[src/rtl/iter_adder_pkg.sv]
package iter_adder_pkg;

    typedef enum logic [1:0] {
        ST_IDLE = 2'd0,
        ST_RUN  = 2'd1,
        ST_DONE = 2'd2
    } ctrl_state_e;

    typedef struct packed {
        logic s;
        logic c;
    } ha_out_t;

    function automatic ha_out_t half_add(input logic x, input logic y);
        ha_out_t r;
        r.s = x ^ y;
        r.c = x & y;
        return r;
    endfunction

    function automatic logic pick2(input logic sel_first, input logic on_first, input logic on_later);
        return sel_first ? on_first : on_later;
    endfunction

endpackage

[src/rtl/iter_adder_slice.sv]
module iter_adder_slice
    import iter_adder_pkg::*;
(
    input  logic    sel_first,
    input  logic    op_x,
    input  logic    op_y,
    input  logic    fb_s,
    input  logic    fb_c,
    output ha_out_t res
);
    logic in_x;
    logic in_y;

    always_comb begin
        in_x = pick2(sel_first, op_x, fb_s);
        in_y = pick2(sel_first, op_y, fb_c);
        res  = half_add(in_x, in_y);
    end
endmodule

[src/rtl/iter_adder_ctrl.sv]
module iter_adder_ctrl
    import iter_adder_pkg::*;
(
    input  logic clk,
    input  logic rst,
    input  logic req,
    input  logic carry_zero,
    output logic load,
    output logic step,
    output logic first,
    output logic ack
);
    ctrl_state_e state_q;
    ctrl_state_e state_d;
    logic        first_q;

    always_comb begin
        state_d = state_q;
        unique case (state_q)
            ST_IDLE: if (req)        state_d = ST_RUN;
            ST_RUN:  if (carry_zero) state_d = ST_DONE;
            ST_DONE: if (!req)       state_d = ST_IDLE;
            default:                 state_d = ST_IDLE;
        endcase
    end

    always_ff @(posedge clk) begin
        if (rst) begin
            state_q <= ST_IDLE;
            first_q <= 1'b0;
        end else begin
            state_q <= state_d;
            if (load)      first_q <= 1'b1;
            else if (step) first_q <= 1'b0;
        end
    end

    assign load  = (state_q == ST_IDLE) && req;
    assign step  = (state_q == ST_RUN);
    assign first = first_q;
    assign ack   = (state_q == ST_DONE);
endmodule

[src/rtl/iter_adder_dp.sv]
module iter_adder_dp
    import iter_adder_pkg::*;
#(
    parameter int W = 16
) (
    input  logic         clk,
    input  logic         rst,
    input  logic         load,
    input  logic         step,
    input  logic         first,
    input  logic [W-1:0] a,
    input  logic [W-1:0] b,
    input  logic         cin,
    output logic [W-1:0] sum,
    output logic         cout,
    output logic         carry_zero
);
    logic [W-1:0] a_q, b_q, s_q, c_q;
    logic [W-1:0] s_nx, c_nx;
    logic         cin_q, cout_q, top_c;
    ha_out_t      ha [W];

    for (genvar i = 0; i < W; i++) begin : g_slice
        iter_adder_slice u_slice (
            .sel_first (first),
            .op_x      (a_q[i]),
            .op_y      (b_q[i]),
            .fb_s      (s_q[i]),
            .fb_c      (c_q[i]),
            .res       (ha[i])
        );
    end

    always_comb begin
        c_nx[0] = first ? cin_q : 1'b0;
        for (int i = 0; i < W; i++) begin
            s_nx[i] = ha[i].s;
        end
        for (int i = 0; i < W - 1; i++) begin
            c_nx[i+1] = ha[i].c;
        end
        top_c = ha[W-1].c;
    end

    assign carry_zero = (c_nx == '0);

    always_ff @(posedge clk) begin
        if (rst) begin
            a_q    <= '0;
            b_q    <= '0;
            cin_q  <= 1'b0;
            s_q    <= '0;
            c_q    <= '0;
            cout_q <= 1'b0;
        end else if (load) begin
            a_q    <= a;
            b_q    <= b;
            cin_q  <= cin;
            s_q    <= '0;
            c_q    <= '0;
            cout_q <= 1'b0;
        end else if (step) begin
            s_q    <= s_nx;
            c_q    <= c_nx;
            cout_q <= cout_q | top_c;
        end
    end

    assign sum  = s_q;
    assign cout = cout_q;
endmodule

[src/rtl/iter_adder.sv]
module iter_adder
    import iter_adder_pkg::*;
#(
    parameter int W = 16
) (
    input  logic         clk,
    input  logic         rst,
    input  logic         req,
    input  logic [W-1:0] a,
    input  logic [W-1:0] b,
    input  logic         cin,
    output logic         ack,
    output logic [W-1:0] sum,
    output logic         cout
);
    logic load, step, first, carry_zero;

    iter_adder_ctrl u_ctrl (
        .clk        (clk),
        .rst        (rst),
        .req        (req),
        .carry_zero (carry_zero),
        .load       (load),
        .step       (step),
        .first      (first),
        .ack        (ack)
    );

    iter_adder_dp #(.W(W)) u_dp (
        .clk        (clk),
        .rst        (rst),
        .load       (load),
        .step       (step),
        .first      (first),
        .a          (a),
        .b          (b),
        .cin        (cin),
        .sum        (sum),
        .cout       (cout),
        .carry_zero (carry_zero)
    );
endmodule

[config.mk]
export PLATFORM = sky130hd
export DESIGN_NAME = iter_adder
export DESIGN_NICKNAME = d
export VERILOG_FILES = /design/src/rtl/iter_adder_pkg.sv /design/src/rtl/iter_adder_slice.sv /design/src/rtl/iter_adder_ctrl.sv /design/src/rtl/iter_adder_dp.sv /design/src/rtl/iter_adder.sv
export SDC_FILE = /design/constraint.sdc
export NUM_CORES = 1
export LEC_CHECK = 0
export CAP_MARGIN = 15
export CORE_ASPECT_RATIO = 1.2
export CORE_UTILIZATION = 35
export CTS_CLUSTER_DIAMETER = 200
export DETAILED_ROUTE_END_ITERATION = 7
export GPL_ROUTABILITY_DRIVEN = 0
export SLEW_MARGIN = 40
export SYNTH_ARGS = -nofsm -noshare
export SYNTH_HDL_FRONTEND = slang
export SYNTH_SLANG_ARGS = --single-unit
[constraint.sdc]
create_clock -name clk -period 3.3 [get_ports clk]
set_input_delay 0.33 -clock clk [delete_from_list [all_inputs] [get_ports clk]]
set_output_delay 0.33 -clock clk [all_outputs]
set_load 0.02 [all_outputs]
==> flow_summary.yaml <==
synth:
  yosysWarnings: 0
  ys.flop_type: "dfxtp_1"
  postSynthAreaPerCell_um2: 8.49
  synth_cells: 377
  netlist_area_um2: 3200
  synth_cell_type_count: 25
  synth_fp_nets: 429
  ys_seq_area_frac: 0.432
  synth.top_cell.area_share: 0.432
  yosys-top-cells-area: "dfxtp_1 43%, nand2_1 15%, mux2_2 11%"
  synth_enable_flop_cells: 0
  ys_async_sr_fraction: 0
  synth_top_area_cell: "dfxtp_1"
  ys_ff_latch: 69
timing:
  final_max_slew_viol_count: 0
  relSlewSlack: 0.495
  hold_ws_ns: 0.454
  fmax_mhz: 403
  fin_crit_sh: 0.751
  worst_pin_slew_ns: 0.757
  finClkSkew_ns: 0.00795
  finalHoldViolations: 0
  rsz0062_at_grt: "false"
  fin_ws_ns: 0.821
  period_minus_slack_ns: 2.48
  final.setup.tns_ns: 0
  setup_viol_count_final: 0
pwr:
  cellInternalPower_mw: 1.38
  power.switching_mw: 0.435
  clock_power_share: 0.382
  p_seq_frac: 0.495
  power.total_mw: 1.81
  switching_share: 0.240
  p_per_area_nw_per_um2: 470
  cellLeakagePower_nw: 1.50
  combPwrFrac: 0.123
  ir_drop_uv: 189
hold_path:
  hold_depth: 2
  min_from: "u_dp.c_q[0]"
  whs_endpoint: "u_dp.c_q[0]"
  min_path_type: "reg2reg"
cts:
  clockBufferDepth: 2
  root_buffer: "clkbuf_8"
  cts_tree: "built"
  hold_buffers: 0
  cts.sinks: 69
  cts_resized: 0
  clk_latency_ns: 0.34
  cts_setup_buffers: 0
  cts_buffers: 9
  htreeDepth: 3
  clkSlewWorstSetupHoldPaths_ns: 0.07
final_layout:
  n_fill_cell: 895
  syn2layout_area_growth_pct: 20.3
  antenna_cells: 0
  fin_area_um2: 3850
  utilization: 0.442
  finalNetCount: 458
  drive_above_1_share: 0.142
  stdcell_count: 526
die:
  pin_count: 54
  core_um2: 8700
  die_h_um: 107
  num_rows: 37
  start_util: 0.368
  die_x_um: 89.3
  dieArea_um2: 9530
global_route:
  grt_overflow_total: 0
  grtUsageTotal: 0.157
  grt_pass1_vias: 2396
  grt_pass1_wl_um: 11300
  antenna_found_initial: 0
  grt_max_degree: 38
routing:
  drtIter0Drc: 63
  vias: 2511
  vias_per_cell: 4.77
  routed_wl_um: 7040
  drtPass1Iterations: 5
  antenna_left: 0
  drc: 0
  wire_per_inst_um: 13.4
place:
  portBuffers: 53
  place_ws_ns: 0.813
  dpl_cell_area_um2: 3650
  dp.cells: 512
  hpwl_um: 4860
critical_path:
  end_kind: "flop"
  reg2reg_slack_ns: 0.82
  rr_startpoint: "u_ctrl.first"
  cp.required_ns: 3.50
  critPathLaunchType: "flop"
  worstSetupPathType: "reg2reg"
  worstPathMaxFanout: 17
  crit_arrival_ns: 2.68
  rr_worst_depth: 5
  r2r-end: "u_ctrl.state_q[0]"
status:
  status: "completed"
run:
  max_cap_violations: 0
## cell usage in the layout, fill, tap and decap left out, drive strengths merged
master	n
clkdlybuf4s50	53
a21oi	67
nor2	4
and3b	1
o21ai	1
clkbuf	13
mux2	32
a31o	1
or3b	1
buf	8
nor2b	2
dfxtp	69
nand2	130
nor4	3
bufinv	1
or4	1
nor3b	1
nand2b	2
nand3	1
ha	16
a31oi	1
and3	1
## sequential cells by signal, summed over array words and instances, names as in the netlist
| register | flops |
|---|---|
| u_ctrl.first | 1 |
| u_ctrl.state_q | 2 |
| u_dp.a_q | 16 |
| u_dp.b_q | 16 |
| u_dp.c_q | 16 |
| u_dp.cin_q | 1 |
| u_dp.cout | 1 |
| u_dp.sum | 16 |
## power groups by stage
stage | Clock, mW | Combinational (mW) | Sequential, mW
after floorplan | 0 | 0.165 | 0.898
after global placement | 0 | 0.222 | 0.917
after detailed placement | 0 | 0.225 | 0.917
after CTS | 0.710 | 0.226 | 0.898
after global routing | 0.745 | 0.246 | 0.902
final | 0.692 | 0.222 | 0.897
## layer usage
metal | vias to the layer above | track usage | share of wire
li1 | 1290 | - | -
met1 | 1156 | 0.201 | 0.48
met2 | 54 | 0.248 | 0.46
met3 | 11 | 0.0316 | 0.037
met4 | 0 | 0.0794 | 0.026
met5 | - | 0 | 0
## cells by family (layout without fill, tap and decap cells)
kind of cell / count (synthesis) / in the layout / share of synthesized area
buffers and inverters: 43 / 75 / 0.0919
AO/OA/AOI/OAI: 70 / 70 / 0.111
flip-flops: 69 / 69 / 0.432
multiplexers: 32 / 32 / 0.113
adder cells (fa/ha/maj): 16 / 16 / 0.0625
AND/OR/NAND/NOR: 147 / 147 / 0.190
## critical path, cell delays in order (launching register included)
cell and delay, ns:
dfxtp_1 0.81, mux2_2 0.42, ha_1 0.22, or4_1 0.58
nor4_2 0.20, a31oi_1 0.12
## how the worst max path moves through the flow
stage                 startpoint                end  slack (ns)  cells after the start
finish              u_ctrl.first  u_ctrl.state_q[0]        0.82                      5
global route        u_ctrl.first  u_ctrl.state_q[0]        0.64                      6
CTS                 u_ctrl.first  u_ctrl.state_q[0]        0.81                      5
detailed placement  u_ctrl.first  u_ctrl.state_q[0]        0.81                      5
global placement    u_ctrl.first  u_ctrl.state_q[0]        0.88                      5
floorplan           u_ctrl.first  u_ctrl.state_q[1]        1.06                      7
## cells in the mapped netlist, types with 2 or more instances
| cell type | n |
|---|---|
| ha_1 | 16 |
| nand2_1 | 130 |
| a21oi_1 | 67 |
| buf_8 | 4 |
| dfxtp_1 | 69 |
| nor4_1 | 2 |
| nor2b_1 | 2 |
| buf_2 | 16 |
| clkbuf_1 | 6 |
| nor2_1 | 4 |
| mux2_2 | 32 |
| buf_4 | 16 |
## final cells by class
cell class,instances,area (um2),share of cell area
multi-input combinational,265,1530,0.398
sequential,69,1380,0.359
timing repair buffer,61,591,0.153
clock buffer,13,169,0.0439
tap,117,146,0.0380
clock inverter,1,30.0,0.00780
Power figures use the tool's default switching activity.
